===== src/rtl/tpg_pkg.sv =====
// Package: shared offsets and types for the timed compare pulse output.
// Assumes byte addressing of 32-bit registers.
package tpg_pkg;

    localparam int unsigned OFS_CTRL   = 'h00;
    localparam int unsigned OFS_CMP_LO = 'h10;
    localparam int unsigned OFS_CMP_HI = 'h14;
    localparam int unsigned OFS_EVT    = 'h30;

    // Edge action applied to the pin on a match
    typedef enum logic [1:0] {
        EDGE_RISE   = 2'd0,
        EDGE_FALL   = 2'd1,
        EDGE_TOGGLE = 2'd2,
        EDGE_NONE   = 2'd3
    } edge_mode_e;

    // Control register layout: [3:2] mode, [1] direction (1 = input), [0] enable
    typedef struct packed {
        edge_mode_e mode;
        logic       dir_in;
        logic       en;
    } ctrl_t;

    localparam int CTRL_W = $bits(ctrl_t);

endpackage


===== src/rtl/tpg_regs.sv =====
// Module: register file and bus front end.
// Holds the control register and the staged high compare word. It produces
// the compare-load strobe on a low-word write. Reads are registered and
// answered one clock after the request. The bus is always ready.
// Assumes the compare value is exactly two data words wide.
module tpg_regs
    import tpg_pkg::*;
#(
    parameter int ADDR_W = 8,
    parameter int DATA_W = 32
) (
    input  logic                  clk,
    input  logic                  rst_n,
    input  logic                  req_valid,
    input  logic                  req_write,
    input  logic [ADDR_W-1:0]     req_addr,
    input  logic [DATA_W-1:0]     req_wdata,
    output logic                  req_ready,
    output logic                  rsp_valid,
    output logic [DATA_W-1:0]     rsp_rdata,
    input  logic [2*DATA_W-1:0]   cmp_q,
    input  logic [DATA_W-1:0]     evt_count,
    output ctrl_t                 ctrl_q,
    output logic                  load_stb,
    output logic [2*DATA_W-1:0]   load_val
);

    localparam logic [ADDR_W-1:0] A_CTRL = ADDR_W'(OFS_CTRL);
    localparam logic [ADDR_W-1:0] A_LO   = ADDR_W'(OFS_CMP_LO);
    localparam logic [ADDR_W-1:0] A_HI   = ADDR_W'(OFS_CMP_HI);
    localparam logic [ADDR_W-1:0] A_EVT  = ADDR_W'(OFS_EVT);

    logic              wr_en;
    logic              rd_en;
    logic [DATA_W-1:0] hi_stage_q;
    logic [DATA_W-1:0] rd_mux;

    assign req_ready = 1'b1;
    assign wr_en     = req_valid && req_write;
    assign rd_en     = req_valid && !req_write;
    assign load_stb  = wr_en && (req_addr == A_LO);
    assign load_val  = {hi_stage_q, req_wdata};

    // Control register update
    always_ff @(posedge clk) begin
        if (!rst_n) begin
            ctrl_q <= '0;
        end else if (wr_en && (req_addr == A_CTRL)) begin
            ctrl_q <= ctrl_t'(req_wdata[CTRL_W-1:0]);
        end
    end

    // Staged high compare word, taken up only by the next low-word write
    always_ff @(posedge clk) begin
        if (!rst_n) begin
            hi_stage_q <= '0;
        end else if (wr_en && (req_addr == A_HI)) begin
            hi_stage_q <= req_wdata;
        end
    end

    // Read data selection; reserved bits and unmapped offsets give zero
    always_comb begin
        rd_mux = '0;
        case (req_addr)
            A_CTRL:  rd_mux = {{(DATA_W-CTRL_W){1'b0}}, ctrl_q};
            A_LO:    rd_mux = cmp_q[DATA_W-1:0];
            A_HI:    rd_mux = cmp_q[2*DATA_W-1:DATA_W];
            A_EVT:   rd_mux = evt_count;
            default: rd_mux = '0;
        endcase
    end

    // Registered read response
    always_ff @(posedge clk) begin
        if (!rst_n) begin
            rsp_valid <= 1'b0;
            rsp_rdata <= '0;
        end else begin
            rsp_valid <= rd_en;
            if (rd_en) begin
                rsp_rdata <= rd_mux;
            end
        end
    end

endmodule


===== src/rtl/tpg_match.sv =====
// Module: compare, arming and delay pipeline.
// Holds the active compare value and the armed flag. A match is a sampled
// time greater than or equal to the compare value, taken while the block is
// armed and enabled. A match disarms the block and travels down a DELAY-stage
// pipeline, so the pin stage acts DELAY edges after the matching sample.
// A reload on the same edge as a match takes priority. Assumes DELAY >= 1.
module tpg_match #(
    parameter int TIME_W = 64,
    parameter int DELAY  = 2
) (
    input  logic              clk,
    input  logic              rst_n,
    input  logic              en,
    input  logic [TIME_W-1:0] time_now,
    input  logic              load_stb,
    input  logic [TIME_W-1:0] load_val,
    output logic [TIME_W-1:0] cmp_q,
    output logic              armed_q,
    output logic              hit_q,
    output logic              fire
);

    logic             hit;
    logic [DELAY-1:0] pipe_q;

    assign hit = en && armed_q && (time_now >= cmp_q);

    // Active compare value, loaded as a whole on the low-word write
    always_ff @(posedge clk) begin
        if (!rst_n) begin
            cmp_q <= '0;
        end else if (load_stb) begin
            cmp_q <= load_val;
        end
    end

    // Arm on a nonzero load and disarm after one match
    always_ff @(posedge clk) begin
        if (!rst_n) begin
            armed_q <= 1'b0;
        end else if (load_stb) begin
            armed_q <= (load_val != '0);
        end else if (hit) begin
            armed_q <= 1'b0;
        end
    end

    // Match delay pipeline, shaped by DELAY
    generate
        if (DELAY == 1) begin : g_single
            // One stage: the registered match drives the pin stage
            always_ff @(posedge clk) begin
                if (!rst_n) pipe_q <= '0;
                else        pipe_q <= hit;
            end
        end else begin : g_multi
            // Several stages: shift the match toward the pin stage
            always_ff @(posedge clk) begin
                if (!rst_n) pipe_q <= '0;
                else        pipe_q <= {pipe_q[DELAY-2:0], hit};
            end
        end
    endgenerate

    assign hit_q = pipe_q[0];
    assign fire  = pipe_q[DELAY-1];

endmodule


===== src/rtl/tpg_pin.sv =====
// Module: pin driver and event counter.
// Applies the selected edge action when a delayed match arrives while
// enabled, and counts each action that is applied. Action 3 is inert. The
// pin resets low, and the counter wraps at its width.
module tpg_pin
    import tpg_pkg::*;
#(
    parameter int CNT_W = 32
) (
    input  logic             clk,
    input  logic             rst_n,
    input  logic             en,
    input  logic             fire,
    input  edge_mode_e       mode,
    output logic             pin_q,
    output logic [CNT_W-1:0] evt_q
);

    logic apply;
    logic pin_next;

    assign apply = fire && en && (mode != EDGE_NONE);

    // Level produced by the selected action
    always_comb begin
        case (mode)
            EDGE_RISE:   pin_next = 1'b1;
            EDGE_FALL:   pin_next = 1'b0;
            EDGE_TOGGLE: pin_next = !pin_q;
            default:     pin_next = pin_q;
        endcase
    end

    // Pin level register
    always_ff @(posedge clk) begin
        if (!rst_n)     pin_q <= 1'b0;
        else if (apply) pin_q <= pin_next;
    end

    // Event counter, one step per applied action
    always_ff @(posedge clk) begin
        if (!rst_n)     evt_q <= '0;
        else if (apply) evt_q <= evt_q + 1'b1;
    end

endmodule


===== src/rtl/timed_pulse_gen.sv =====
// Module: top of the timed compare pulse output.
// Joins the register front end, the compare/arm logic and the pin driver.
// Assumes time_now is already in the clk domain and advances by one per
// clock in normal use. The compare is two data words wide.
module timed_pulse_gen
    import tpg_pkg::*;
#(
    parameter int ADDR_W = 8,
    parameter int DATA_W = 32,
    parameter int DELAY  = 2
) (
    input  logic                clk,
    input  logic                rst_n,
    input  logic [2*DATA_W-1:0] time_now,
    input  logic                req_valid,
    input  logic                req_write,
    input  logic [ADDR_W-1:0]   req_addr,
    input  logic [DATA_W-1:0]   req_wdata,
    output logic                req_ready,
    output logic                rsp_valid,
    output logic [DATA_W-1:0]   rsp_rdata,
    output logic                pin_out,
    output logic                pin_oe
);

    localparam int TIME_W = 2 * DATA_W;

    ctrl_t             ctrl_w;
    logic              en_w;
    logic              load_stb_w;
    logic [TIME_W-1:0] load_val_w;
    logic [TIME_W-1:0] cmp_w;
    logic              armed_w;
    logic              hit_w;
    logic              fire_w;
    logic [DATA_W-1:0] evt_w;

    assign en_w   = ctrl_w.en;
    assign pin_oe = !ctrl_w.dir_in;

    tpg_regs #(
        .ADDR_W (ADDR_W),
        .DATA_W (DATA_W)
    ) u_regs (
        .clk       (clk),
        .rst_n     (rst_n),
        .req_valid (req_valid),
        .req_write (req_write),
        .req_addr  (req_addr),
        .req_wdata (req_wdata),
        .req_ready (req_ready),
        .rsp_valid (rsp_valid),
        .rsp_rdata (rsp_rdata),
        .cmp_q     (cmp_w),
        .evt_count (evt_w),
        .ctrl_q    (ctrl_w),
        .load_stb  (load_stb_w),
        .load_val  (load_val_w)
    );

    tpg_match #(
        .TIME_W (TIME_W),
        .DELAY  (DELAY)
    ) u_match (
        .clk      (clk),
        .rst_n    (rst_n),
        .en       (en_w),
        .time_now (time_now),
        .load_stb (load_stb_w),
        .load_val (load_val_w),
        .cmp_q    (cmp_w),
        .armed_q  (armed_w),
        .hit_q    (hit_w),
        .fire     (fire_w)
    );

    tpg_pin #(
        .CNT_W (DATA_W)
    ) u_pin (
        .clk   (clk),
        .rst_n (rst_n),
        .en    (en_w),
        .fire  (fire_w),
        .mode  (ctrl_w.mode),
        .pin_q (pin_out),
        .evt_q (evt_w)
    );

endmodule


===== config.mk =====
export PLATFORM = sky130hd
export DESIGN_NAME = timed_pulse_gen
export DESIGN_NICKNAME = d
export VERILOG_FILES = /design/src/rtl/tpg_pkg.sv /design/src/rtl/tpg_regs.sv /design/src/rtl/tpg_match.sv /design/src/rtl/tpg_pin.sv /design/src/rtl/timed_pulse_gen.sv
export SDC_FILE = /design/constraint.sdc
export NUM_CORES = 1
export LEC_CHECK = 0
export BUFFER_PORTS_ARGS = -buffer_cell sky130_fd_sc_hd__buf_2
export CORE_UTILIZATION = 50
export CTS_CLUSTER_DIAMETER = 150
export DETAILED_ROUTE_END_ITERATION = 8
export PLACE_DENSITY = 0.77
export SYNTH_ARGS = -nofsm -noshare
export SYNTH_HDL_FRONTEND = slang
export SYNTH_SLANG_ARGS = --single-unit

===== constraint.sdc =====
create_clock -name clk -period 7.1 [get_ports clk]
set_clock_uncertainty 0.15 [all_clocks]
set_input_delay 0.355 -clock clk [delete_from_list [all_inputs] [get_ports clk]]
set_output_delay 0.355 -clock clk [all_outputs]
set_load 0.1 [all_outputs]

==> results.json <==
{
  "finalSetupViolCount": 0,
  "layout_common_cells": "nand2_1 (200), dfxtp_1 (169), buf_2 (142)",
  "fp.dieH_um": 133.6,
  "ant_nets": 0,
  "slew_headroom": 0.2334,
  "seq_power_share": 0.452,
  "worstPathCellList": "inv_1 -> ha_1 -> nand4_1 -> or4_1 -> o32a_1 -> a21oi_1 -> o2111a_1 -> o31ai_1",
  "cp_num_cells": 8,
  "placeableCoreArea_um2": 16760,
  "area_growth_pct": 17.09,
  "slew_viol_final": 0,
  "nets": 1379,
  "grt_max_degree": 68,
  "r2r_setup_slack_ps": 4580,
  "num_vias": 7914,
  "portBuffers": 142,
  "syn-num-nets": 1266,
  "rsz0062_at_grt": "no",
  "highest_layer": "met4",
  "cpMaxStageDelayCell": "or4_1",
  "drt_wl_total_um": 23020,
  "wl_met3_um": 1421,
  "setup_ws_ps": 4582,
  "grt_use_total": 0.2645,
  "r2r-start": "u_match.cmp_q[13]",
  "synth_top_area_cell": "dfxtp_1",
  "cp_top_family": "compound AO/OA/AOI/OAI gates",
  "combinationalPowerShare": 0.064,
  "cts_htree_levels": 4,
  "switchingPower_w": 0.0004667,
  "die_x_um": 133.6,
  "dpl.hpwl_um": 16670,
  "p_clk_frac": 0.484,
  "start_util": 0.5169,
  "final_common_cell": "nand2_1",
  "tns_ps": 0,
  "hold_depth": 3,
  "cellPowerDensity_nw_per_um2": 207.0,
  "avgViaCountPerCell": 5.500,
  "tightest_slew_ps": 1150,
  "synth_compound_area_frac": 0.1254,
  "wire_per_inst_um": 16.00,
  "syn_area_per_cell_um2": 7.926,
  "io_pins": 144,
  "hold_class": "in -> reg",
  "dp_slack_ps": 4315,
  "crit_buf_inv": 1,
  "synth_ff_type": "dfxtp_1",
  "cp-end-kind": "register",
  "yosys.area_share.simple": 0.2282,
  "synthArstFlopShare": 0,
  "cts_buffer_depth": 2,
  "synth-seq-area-share": 0.3905,
  "ys_warn_count": 0,
  "r2r-end": "u_match.armed_q",
  "hold_viol": 0,
  "numCtsBuffers": 17,
  "cts_resized": 0,
  "synthTopCellsByArea": "dfxtp_1 (39%), ha_1 (9.4%), nand2_1 (8.7%), mux2i_1 (8.3%), a21oi_1 (7.6%)",
  "maxCapViolations": 0,
  "criticalPathCategory": "reg -> reg",
  "final_cell_area_um2": 10140,
  "wl_met1_um": 10440,
  "cts_tree": "built",
  "ys_types": 44,
  "status": "finished clean",
  "synth-edff-count": 0,
  "synth_xor_xnor_area_share": 0.02123,
  "drt_pre_antenna_iters": 7,
  "worst_ep_required_time_ps": 7270,
  "cts_setup_buffers": 0,
  "setup.worst_path.end": "u_match.armed_q",
  "die_area_um2": 17860,
  "cp-start-kind": "register",
  "cp_slowest_stage_delay_ps": 540,
  "overflow": 0,
  "synth_top_family_by_area": "simple AND/OR/NAND/NOR gates",
  "cts.sinks": 169,
  "r2r.worst_path.cells": 8,
  "synthAdderAreaFrac": 0.09388,
  "diodes": 0,
  "ys_ff_latch": 169,
  "syn-cell-area_um2": 8663,
  "wl_met2_um": 10620,
  "fin_hold_ws_ps": 28.97,
  "arrival_ps": 2690,
  "startpoint": "u_match.cmp_q[13]",
  "hold_buffers": 0,
  "min_period_ps": 2518,
  "totalPowerFinal_w": 0.002100,
  "place.gp.congestion": 0.8738,
  "peakVddDrop_mv": 0.1748,
  "grt_pass1_vias": 7267,
  "dr.first_iter.drc_count": 653,
  "yosys.area.top_type_share": 0.3905,
  "insertion_delay_ps": 430,
  "clkTransAtPathRegs_ps": 70,
  "drcViolationCount": 0,
  "place_area_um2": 9499,
  "swShare": 0.2223,
  "grt_pass1_wl_um": 36690,
  "cellLeakagePower_nw": 3.808,
  "path_max_fanout": 3,
  "clock-root-buffer": "clkbuf_16",
  "antenna_found_initial": 0,
  "post-route-period-util": 0.3546,
  "drive_gt1_frac": 0.1583,
  "synthMuxAreaShare": 0.08319,
  "p_int_w": 0.001633,
  "fp-row-count": 47,
  "synthCells": 1093,
  "clock.fmax_mhz": 397.2
}
[through the flow]
stage | utilization | cells
final | 0.6052 | 1439
after global routing | 0.6052 | 1439
after CTS | 0.6052 | 1439
after detailed placement | 0.5668 | 1407
after global placement | 0.5668 | 1407
after floorplan | - | 1093
[synthesized netlist by cell type (2+ instances only)]
cell type / n
o21a_1: 4
xnor2_1: 11
buf_2: 3
and3_1: 5
nor4_2: 2
nand3_1: 15
and2_1: 37
xor2_1: 10
a21o_1: 3
and4_1: 3
mux2i_1: 72
a221oi_1: 6
dfxtp_1: 169
ha_1: 65
buf_1: 4
nand2b_1: 5
or3_1: 9
nor3_1: 3
a21oi_1: 131
or4_1: 2
nand2_1: 200
o21ai_0: 51
nor3_2: 2
inv_1: 72
clkbuf_1: 47
nand4_1: 19
nor4_1: 19
nor2_1: 108
[final cells by class]
type	count	area [µm²]
tap	220	275.3
clock inverter	12	197.7
clock buffer	20	446.7
multi-input combinational	796	4798
sequential	169	3383
inverter	72	271.5
fill	1509	6616
timing repair buffer	150	770.7
[worst min-delay path: stages]
cell and delay, ps:
buf_2 110, nand2_1 50, a21oi_1 50
[kinds of logic (layout without fill, tap and decap cells)]
kind of cell               Yosys count  in the layout
AOI/OAI and AO/OA                  203            203
xor gates and xnor gates            21             21
adders and majority gates           65             65
buffers and inverters              128            254
DFF                                169            169
muxes                               72             72
other                                1              1
and+or+nand+nor                    434            434
[worst min path at each step]
stage                      start                 to  slack (ps)
3_3_place_gp   u_match.pipe_q[0]  u_match.pipe_q[1]         270
6_report           req_wdata[17]  u_match.cmp_q[17]          30
5_1_grt            req_wdata[15]  u_match.cmp_q[15]          30
3_5_place_dp   u_match.pipe_q[0]  u_match.pipe_q[1]         280
4_1_cts            req_wdata[17]  u_match.cmp_q[17]          20
2_1_floorplan  u_match.pipe_q[0]  u_match.pipe_q[1]         260
[metal layers]
metal  vias to the layer above  global-route usage
li1                       3926                   -
met1                      3704              0.3600
met2                       246              0.4167
met3                        38             0.05061
met4                         0             0.09343
met5                         -                   0
[state kept, by name (all words and copies together) (netlist names)]
register / cells
u_match.cmp_q: 64
u_pin.evt_q: 32
u_regs.hi_stage_q: 32
u_regs.rsp_rdata: 32
u_regs.ctrl_q: 4
u_match.pipe_q: 2
u_match.armed_q: 1
u_pin.pin_q: 1
u_regs.rsp_valid: 1
[power groups by stage]
stage / Combinational (W) / Clock, W / Sequential [W]
finish: 0.000134 / 0.00102 / 0.000950
global route: 0.000148 / 0.00107 / 0.000950
CTS: 0.000133 / 0.00102 / 0.000950
detailed placement: 0.000133 / 0 / 0.000971
global placement: 0.000129 / 0 / 0.000971
floorplan: 0.0000659 / 0 / 0.000976
(Power assumes the default switching activity.)
